==> config.mk <==
export PLATFORM = sky130hd
export DESIGN_NAME = tcb_timer
export DESIGN_NICKNAME = d
export VERILOG_FILES = /design/src/rtl/tcb_pkg.sv /design/src/rtl/tcb_ctrl_regs.sv /design/src/rtl/tcb_count_core.sv /design/src/rtl/tcb_dbuf.sv /design/src/rtl/tcb_timer.sv
export SDC_FILE = /design/constraint.sdc
export NUM_CORES = 1
export LEC_CHECK = 0
export BUFFER_PORTS_ARGS = -buffer_cell sky130_fd_sc_hd__buf_2
export CORE_ASPECT_RATIO = 1.5
export CORE_MARGIN = 1
export CORE_UTILIZATION = 38
export DETAILED_ROUTE_END_ITERATION = 8
export GPL_TIMING_DRIVEN = 0
export HOLD_SLACK_MARGIN = 0.03
export PLACE_DENSITY = 0.52
export SLEW_MARGIN = 20
export SYNTH_ARGS = -nofsm -noshare
export SYNTH_HDL_FRONTEND = slang
export SYNTH_HIERARCHICAL = 1
export SYNTH_SLANG_ARGS = --single-unit
==> constraint.sdc <==
create_clock -name clk -period 7.16 [get_ports clk]
set_input_delay 1.432 -clock clk [delete_from_list [all_inputs] [get_ports clk]]
set_output_delay 1.432 -clock clk [all_outputs]
set_load 0.03 [all_outputs]
==> src/rtl/tcb_pkg.sv <==
package tcb_pkg;

    typedef enum logic [2:0] {
        CMD_NONE      = 3'd0,
        CMD_RESTART   = 3'd1,
        CMD_HALT      = 3'd2,
        CMD_FORCE_UPD = 3'd3,
        CMD_SNAP      = 3'd4
    } cmd_e;

    typedef struct packed {
        logic oneshot;
        logic lock;
        logic down;
    } ctrl_t;

    typedef struct packed {
        logic [2:0] cmd;
        logic [1:0] rsvd;
        ctrl_t      bits;
    } ctrl_byte_t;

    localparam int unsigned ADDR_W = 4;

    localparam logic [ADDR_W-1:0] A_SNAP = 4'd0;
    localparam logic [ADDR_W-1:0] A_PBUF = 4'd1;
    localparam logic [ADDR_W-1:0] A_CBUF = 4'd2;
    localparam logic [ADDR_W-1:0] A_PER  = 4'd3;
    localparam logic [ADDR_W-1:0] A_CLR  = 4'd4;
    localparam logic [ADDR_W-1:0] A_SET  = 4'd5;
    localparam logic [ADDR_W-1:0] A_CMP  = 4'd6;
    localparam logic [ADDR_W-1:0] A_CNT  = 4'd7;

    function automatic ctrl_byte_t pack_ctrl(cmd_e pend, ctrl_t c);
        ctrl_byte_t b;
        b.cmd  = pend;
        b.rsvd = 2'b00;
        b.bits = c;
        return b;
    endfunction

endpackage

==> src/rtl/tcb_ctrl_regs.sv <==
module tcb_ctrl_regs
    import tcb_pkg::*;
#(
    parameter int unsigned CW      = 16,
    parameter logic [CW-1:0] PER_RST = '1
) (
    input  logic              clk,
    input  logic              rst,
    input  logic              we,
    input  logic [ADDR_W-1:0] addr,
    input  logic [CW-1:0]     wdata,
    input  logic              cmd_done,
    output ctrl_t             ctrl,
    output cmd_e              pend,
    output logic [CW-1:0]     pbuf,
    output logic [CW-1:0]     cbuf
);
    localparam int unsigned CTRL_W = $bits(ctrl_t);

    ctrl_byte_t wr_byte;
    assign wr_byte = ctrl_byte_t'(wdata[7:0]);

    always_ff @(posedge clk) begin
        if (rst) begin
            ctrl <= '0;
            pend <= CMD_NONE;
            pbuf <= PER_RST;
            cbuf <= '0;
        end else begin
            if (cmd_done) pend <= CMD_NONE;
            if (we) begin
                case (addr)
                    A_SET: begin
                        ctrl <= ctrl_t'(CTRL_W'(ctrl) | CTRL_W'(wr_byte.bits));
                        if (wr_byte.cmd != 3'd0) pend <= cmd_e'(wr_byte.cmd);
                    end
                    A_CLR:  ctrl <= ctrl_t'(CTRL_W'(ctrl) & ~CTRL_W'(wr_byte.bits));
                    A_PBUF: pbuf <= wdata;
                    A_CBUF: cbuf <= wdata;
                    default: ;
                endcase
            end
        end
    end
endmodule

==> src/rtl/tcb_count_core.sv <==
module tcb_count_core
    import tcb_pkg::*;
#(
    parameter int unsigned CW = 16
) (
    input  logic          clk,
    input  logic          rst,
    input  logic          tick,
    input  cmd_e          pend,
    input  ctrl_t         ctrl,
    input  logic [CW-1:0] per,
    output logic [CW-1:0] count,
    output logic          run,
    output logic          wrap,
    output logic          cmd_done,
    output logic          force_upd,
    output logic [CW-1:0] snap,
    output logic          ovf_q
);
    logic          do_restart;
    logic          do_halt;
    logic          do_snap;
    logic          step_en;
    logic          at_end;
    logic [CW-1:0] wrap_val;
    logic [CW-1:0] nxt;

    always_comb begin
        cmd_done   = tick && (pend != CMD_NONE);
        do_restart = tick && (pend == CMD_RESTART);
        do_halt    = tick && (pend == CMD_HALT);
        do_snap    = tick && (pend == CMD_SNAP);
        force_upd  = tick && (pend == CMD_FORCE_UPD);
        step_en    = tick && run && !do_restart && !do_halt;
        at_end     = ctrl.down ? (count == '0) : (count == per);
        wrap_val   = ctrl.down ? per : '0;
        wrap       = step_en && at_end;
        if (at_end)          nxt = wrap_val;
        else if (ctrl.down)  nxt = count - 1'b1;
        else                 nxt = count + 1'b1;
    end

    always_ff @(posedge clk) begin
        if (rst) begin
            count <= '0;
            run   <= 1'b0;
            snap  <= '0;
            ovf_q <= 1'b0;
        end else begin
            ovf_q <= wrap;
            if (do_restart) begin
                count <= wrap_val;
                run   <= 1'b1;
            end else begin
                if (do_halt) run <= 1'b0;
                if (do_snap) snap <= count;
                if (step_en) begin
                    count <= nxt;
                    if (wrap && ctrl.oneshot) run <= 1'b0;
                end
            end
        end
    end
endmodule

==> src/rtl/tcb_dbuf.sv <==
module tcb_dbuf #(
    parameter int unsigned CW      = 16,
    parameter logic [CW-1:0] PER_RST = '1
) (
    input  logic          clk,
    input  logic          rst,
    input  logic          wrap,
    input  logic          force_upd,
    input  logic          lock,
    input  logic          cap_mode,
    input  logic [CW-1:0] pbuf,
    input  logic [CW-1:0] cbuf,
    output logic [CW-1:0] per,
    output logic [CW-1:0] cmp
);
    logic upd;
    assign upd = force_upd || (wrap && (!lock || cap_mode));

    always_ff @(posedge clk) begin
        if (rst) begin
            per <= PER_RST;
            cmp <= '0;
        end else if (upd) begin
            per <= pbuf;
            cmp <= cbuf;
        end
    end
endmodule

==> src/rtl/tcb_timer.sv <==
module tcb_timer
    import tcb_pkg::*;
#(
    parameter int unsigned CW = 16
) (
    input  logic              clk,
    input  logic              rst,
    input  logic              reg_we,
    input  logic [ADDR_W-1:0] reg_addr,
    input  logic [CW-1:0]     reg_wdata,
    output logic [CW-1:0]     reg_rdata,
    input  logic              tick,
    input  logic              cap_mode,
    output logic [CW-1:0]     count_o,
    output logic              ovf_o,
    output logic              match_o
);
    localparam logic [CW-1:0] PER_RST = '1;

    ctrl_t         ctrl;
    cmd_e          pend_cmd;
    logic [CW-1:0] pbuf, cbuf, per, cmp, count, snap;
    logic          run, wrap, cmd_done, force_upd, ovf_q;

    tcb_ctrl_regs #(.CW(CW), .PER_RST(PER_RST)) u_regs (
        .clk(clk), .rst(rst), .we(reg_we), .addr(reg_addr), .wdata(reg_wdata),
        .cmd_done(cmd_done), .ctrl(ctrl), .pend(pend_cmd), .pbuf(pbuf), .cbuf(cbuf)
    );

    tcb_count_core #(.CW(CW)) u_core (
        .clk(clk), .rst(rst), .tick(tick), .pend(pend_cmd), .ctrl(ctrl), .per(per),
        .count(count), .run(run), .wrap(wrap), .cmd_done(cmd_done),
        .force_upd(force_upd), .snap(snap), .ovf_q(ovf_q)
    );

    tcb_dbuf #(.CW(CW), .PER_RST(PER_RST)) u_dbuf (
        .clk(clk), .rst(rst), .wrap(wrap), .force_upd(force_upd), .lock(ctrl.lock),
        .cap_mode(cap_mode), .pbuf(pbuf), .cbuf(cbuf), .per(per), .cmp(cmp)
    );

    always_comb begin
        case (reg_addr)
            A_SNAP:       reg_rdata = snap;
            A_PBUF:       reg_rdata = pbuf;
            A_CBUF:       reg_rdata = cbuf;
            A_PER:        reg_rdata = per;
            A_CLR, A_SET: reg_rdata = CW'(pack_ctrl(pend_cmd, ctrl));
            A_CMP:        reg_rdata = cmp;
            A_CNT:        reg_rdata = count;
            default:      reg_rdata = '0;
        endcase
    end

    assign count_o = count;
    assign ovf_o   = ovf_q;
    assign match_o = run && (count == cmp);
endmodule

==> results.txt <==
- The clock period could shrink to 4890 ps.
- Reg power frac: 47.9%
* Gpl congestion: 0.8673
* Net Count, Synth: a little under 800
* Vias per inst: roughly 5.7
* Clock group share of total power: a little over two fifths
- Result of the run: complete, no violations
- Of the cells placed in the final design, the portion with a size suffix greater than 1 is 13.58%.
* Worst-case reg-to-reg path depth: 7
- Final-report setup violation count: 0
* Cells traversed along the worst timing path: buf_2 -> buf_2 -> nor4b_4 -> buf_2 -> a22oi_1 -> nand3_1 -> buf_2
- # rows: 57
* Cell with the largest stage delay on the worst path: sky130_fd_sc_hd__nor4b_4
- 59 I/O pins were placed.
- Buffers inserted during clock tree synthesis total 9.
- Pin count of the biggest net entering global routing: 20
* Element type at the critical path start: primary input
* Synth top area cells: sky130_fd_sc_hd__dfxtp_1 32%, sky130_fd_sc_hd__mux2i_1 11%, sky130_fd_sc_hd__nand2b_1 6.5%
- Worst IR Drop VDD: between 80 and 90 µV
- At the pin with the least slew margin, the transition time is 982.6 ps.
- The routed design has about 21,000 µm of wire.
- DRT Pass-1 Iters: 5
- In this run the worst path has a maximum fanout of 10.
- I/O Buffers: 57
* Warnings from Yosys: 6
* Net switching power figure: 0.3153 mW
- CTS placed an instance of sky130_fd_sc_hd__clkbuf_16 at the clock tree root.
- Counting every instance in the synthesized netlist gives 753.
- For this run, the slowest stage of the critical path takes 630 ps.
- After the first detailed-routing iteration, the DRC count stood at 458.
* Post-synthesis cell type with the largest combined area: sky130_fd_sc_hd__dfxtp_1
* TritonCTS Sinks: between 100 and 150
- Counting buffers and inverters, the worst setup path is 7 cells deep.
- Filler Cells Inserted: 1,660
- Worst-case clock skew: 13.86 ps
- Tracing the worst setup path back leads to its startpoint at reg_addr[0].
- In the final timing run, aggregate negative setup slack is 0 ps.
- The number of global-route vias before repair is approximately 5,800.
* Mean instance size in the synthesized netlist: about 8.5 µm²
* Number of enable flip-flop cells after synthesis: 0
- Cells fill 44.39% of the core in the end.
- In the final routed layout, each cell accounts on average for 20.54 µm.
* Core area: 16,400 µm²
- For this run, the top clock speed supported by timing is 204.5 MHz.
- Number of routed nets with antenna violations: 0
* Number of max-cap violations: 0
- Synth Flop Type: sky130_fd_sc_hd__dfxtp_1
* Post-CTS Hold Fix Bufs: 0
- In this run the worst hold path is classified as flop to flop.
- The routed layout has around 5,900 vias.
* Diodes inserted: 0
* Area of the die: 17,460 µm²
- After synthesis the netlist holds a flip-flop and latch count of 104.
- Global-route track usage on met1: 28.99%
* Fraction of the yosys area taken by sequential cells: 32.37%
* Cell area after synthesis: 6432 µm²
* First-pass GRT wire length: between 30,000 and 40,000 µm
- The final count of hold timing violations is 0.
* PD cells: 169.1 nW/µm²
- Critical Path End Type: primary output
- M2 GR Usage: 45.37%
- Remaining routing DRC violations: 0
* Antenna violations before repair: 0
- The total overflow left after global routing is 0.
- Setup repair after global routing left no endpoint under its margin.
- Total routing usage reported by global routing: 24.89%
* Post-CTS clock slew at the launch and capture registers of the worst setup and hold paths: 70 ps
- Leak pwr: approximately 2.9 nW
- CTS built an H-tree with a depth of 3.
- The cell that appears most often on the critical path is sky130_fd_sc_hd__buf_2.
* FF-to-FF End: u_core/count[14]$_SDFFE_PP0P_
- The share of total power dissipated in combinational logic is about a tenth.
- For flop-to-flop paths, the worst setup slack is 3720 ps.
- CP arrival: 3460 ps
- From bottom edge to top edge, the die measures 161.3 µm.
* Clock latency at the later pin of the worst-skew pair: ~360 ps
- After clock tree synthesis, the setup repair step added 0 buffers.
* Starting density of the core: between 30% and 40%
* Critical path start-end classification: primary input to primary output
* Proportion of register bits with asynchronous set or reset after synthesis: 0%
- Fin crit share: 68.30%
* Sw Share: 25.60%
- The area growth from synthesis to layout is 13.19%.
* Number of resized instances in the post-cts repair step: 0
* Number of distinct library cell variants in the gate-level netlist after synthesis: 69
- Internal Power: just over 0.9 mW
* Horizontal extent of the die: 108.2 µm
- Buffer depth of the longest clock path: 2
* Number of nets in the finished design: about 860
- Global Route met3 Usage: 2.421%
* Worst path buffer plus inverter count: 4
- Capturing instance or port of the critical path: reg_rdata[13]
* Cell family contributing the most delay on the critical path: buffers and inverters
- The max-slew violation total from the final report is 0.
* Worst path required time: 5730 ps
- Relative slew slack: 34.40%
* Gr busiest metal: met2
* Clock tree from TritonCTS: done
- Fraction of post-synthesis cell area in the top cell type by area: 32.37%
- DP HPWL: between 15,000 and 20,000 µm
[sequential cells by signal (all words and copies together), names as in the netlist, named ones only]
| name | count |
|---|---|
| u_core/count | 16 |
| u_core/snap | 16 |
| u_dbuf/cmp | 16 |
| u_dbuf/per | 16 |
| u_regs/cbuf | 16 |
| u_regs/pbuf | 16 |
| u_regs/pend | 3 |
| u_core/ovf_q | 1 |
| u_core/run | 1 |
[area by class of cell]
class,count,area [µm²],share of cell area (%)
clock buffers,11,252.7,3.471
flip-flops and latches,104,2082,28.60
repair buffers,57,285.3,3.918
clock inverters,4,52.55,0.7218
multi-input cells,586,4019,55.20
well taps,206,257.7,3.540
inverters,13,48.80,0.6702
plain buffers,50,282.8,3.884
[per-stage QoR]
stage / setup WS, ps / hold slack (ps) / cell area (µm²) / power [mW] / instances
after floorplan: 3129 / 436.0 / 6432 / 0.6814 / 753
after global placement: 2258 / 442.8 / 6975 / 0.7278 / 1016
after detailed placement: 2267 / 450.6 / 6975 / 0.7293 / 1016
after CTS: 2262 / 459.8 / 7281 / 1.240 / 1031
after global routing: 2242 / 479.7 / 7281 / 1.267 / 1031
final: 2270 / 459.9 / 7281 / 1.231 / 1031
[logic make-up (layout without fill, tap and decap cells)]
group / count (synthesis) / count (layout) / share of synthesized area [%]
adder cells (fa/ha/maj): 15 / 15 / 3.034
XOR/XNOR: 42 / 42 / 5.719
multiplexers: 70 / 70 / 10.89
buffers and inverters: 63 / 135 / 5.154
flip-flops: 104 / 104 / 32.37
AND/OR/NAND/NOR: 312 / 312 / 26.01
AO/OA/AOI/OAI: 147 / 147 / 16.83
[power groups by stage]
stage	registers, mW	clock network, mW	logic, mW
6_report	0.590	0.515	0.126
3_3_place_gp	0.604	0	0.124
5_1_grt	0.591	0.541	0.135
2_1_floorplan	0.603	0	0.0783
3_5_place_dp	0.604	0	0.126
4_1_cts	0.590	0.524	0.126
[layer usage]
metal	wire length, µm	vias up	part of all wire [%]
li1	-	2826	-
met1	8669	2804	41
met2	11040	187	52
met3	758	41	3.6
met4	704	0	3.3
met5	0	-	0
[worst min-delay path by stage]
stage,start,endpoint,cells past startpoint
3_3_place_gp,u_core/snap[13]$_SDFFE_PP0P_,u_core/snap[13]$_SDFFE_PP0P_,2
2_1_floorplan,u_core/snap[0]$_SDFFE_PP0P_,u_core/snap[0]$_SDFFE_PP0P_,2
5_1_grt,u_core/snap[7]$_SDFFE_PP0P_,u_core/snap[7]$_SDFFE_PP0P_,2
4_1_cts,u_core/snap[7]$_SDFFE_PP0P_,u_core/snap[7]$_SDFFE_PP0P_,2
6_report,u_core/snap[14]$_SDFFE_PP0P_,u_core/snap[14]$_SDFFE_PP0P_,2
3_5_place_dp,u_core/snap[7]$_SDFFE_PP0P_,u_core/snap[7]$_SDFFE_PP0P_,2
[placed cells by master, fill, tap and decap left out, types with 9 or more instances in the layout]
cell type,n
sky130_fd_sc_hd__o211ai_1,9
sky130_fd_sc_hd__clkbuf_1,32
sky130_fd_sc_hd__nand3b_1,11
sky130_fd_sc_hd__nor2_1,86
sky130_fd_sc_hd__dfxtp_1,104
sky130_fd_sc_hd__clkbuf_16,9
sky130_fd_sc_hd__mux2i_1,70
sky130_fd_sc_hd__nand3_1,28
sky130_fd_sc_hd__a22oi_1,28
sky130_fd_sc_hd__nand4_1,9
sky130_fd_sc_hd__a21oi_1,37
sky130_fd_sc_hd__ha_1,14
sky130_fd_sc_hd__o21ai_0,9
sky130_fd_sc_hd__a311oi_1,9
sky130_fd_sc_hd__xnor2_1,36
sky130_fd_sc_hd__buf_2,64
sky130_fd_sc_hd__nand2_1,70
sky130_fd_sc_hd__inv_1,12
sky130_fd_sc_hd__nand2b_1,67
[worst reg2reg max path: stages (launching register included)]
cell and delay [ps]:
sky130_fd_sc_hd__dfxtp_1 960, sky130_fd_sc_hd__ha_1 450, sky130_fd_sc_hd__a211oi_1 440, sky130_fd_sc_hd__o21ai_0 320
sky130_fd_sc_hd__a2111oi_0 660, sky130_fd_sc_hd__o31ai_1 220, sky130_fd_sc_hd__xnor2_1 170, sky130_fd_sc_hd__o22ai_1 80
[cells in the mapped netlist (3+ instances only)]
cell type / count
sky130_fd_sc_hd__xor2_1: 6
sky130_fd_sc_hd__mux2i_1: 70
sky130_fd_sc_hd__buf_6: 6
sky130_fd_sc_hd__o21ai_0: 9
sky130_fd_sc_hd__ha_1: 14
sky130_fd_sc_hd__clkbuf_1: 32
sky130_fd_sc_hd__nor3_1: 5
sky130_fd_sc_hd__buf_2: 7
sky130_fd_sc_hd__nand4_1: 9
sky130_fd_sc_hd__nor2_1: 86
sky130_fd_sc_hd__nand2_1: 70
sky130_fd_sc_hd__inv_1: 12
sky130_fd_sc_hd__a21o_1: 3
sky130_fd_sc_hd__nand3b_1: 11
sky130_fd_sc_hd__o311ai_0: 5
sky130_fd_sc_hd__xnor2_1: 36
sky130_fd_sc_hd__o211ai_1: 9
sky130_fd_sc_hd__a21oi_1: 37
sky130_fd_sc_hd__a222oi_1: 6
sky130_fd_sc_hd__dfxtp_1: 104
sky130_fd_sc_hd__a22oi_1: 28
sky130_fd_sc_hd__o21bai_1: 4
sky130_fd_sc_hd__nor3b_1: 3
sky130_fd_sc_hd__o22ai_1: 4
sky130_fd_sc_hd__nor4_1: 5
sky130_fd_sc_hd__nor2b_1: 5
sky130_fd_sc_hd__nand2b_1: 67
sky130_fd_sc_hd__nand3_1: 28
sky130_fd_sc_hd__buf_8: 3
sky130_fd_sc_hd__o31ai_1: 3
sky130_fd_sc_hd__o31a_1: 5
sky130_fd_sc_hd__a311oi_1: 9
Power figures use the tool's default switching activity.
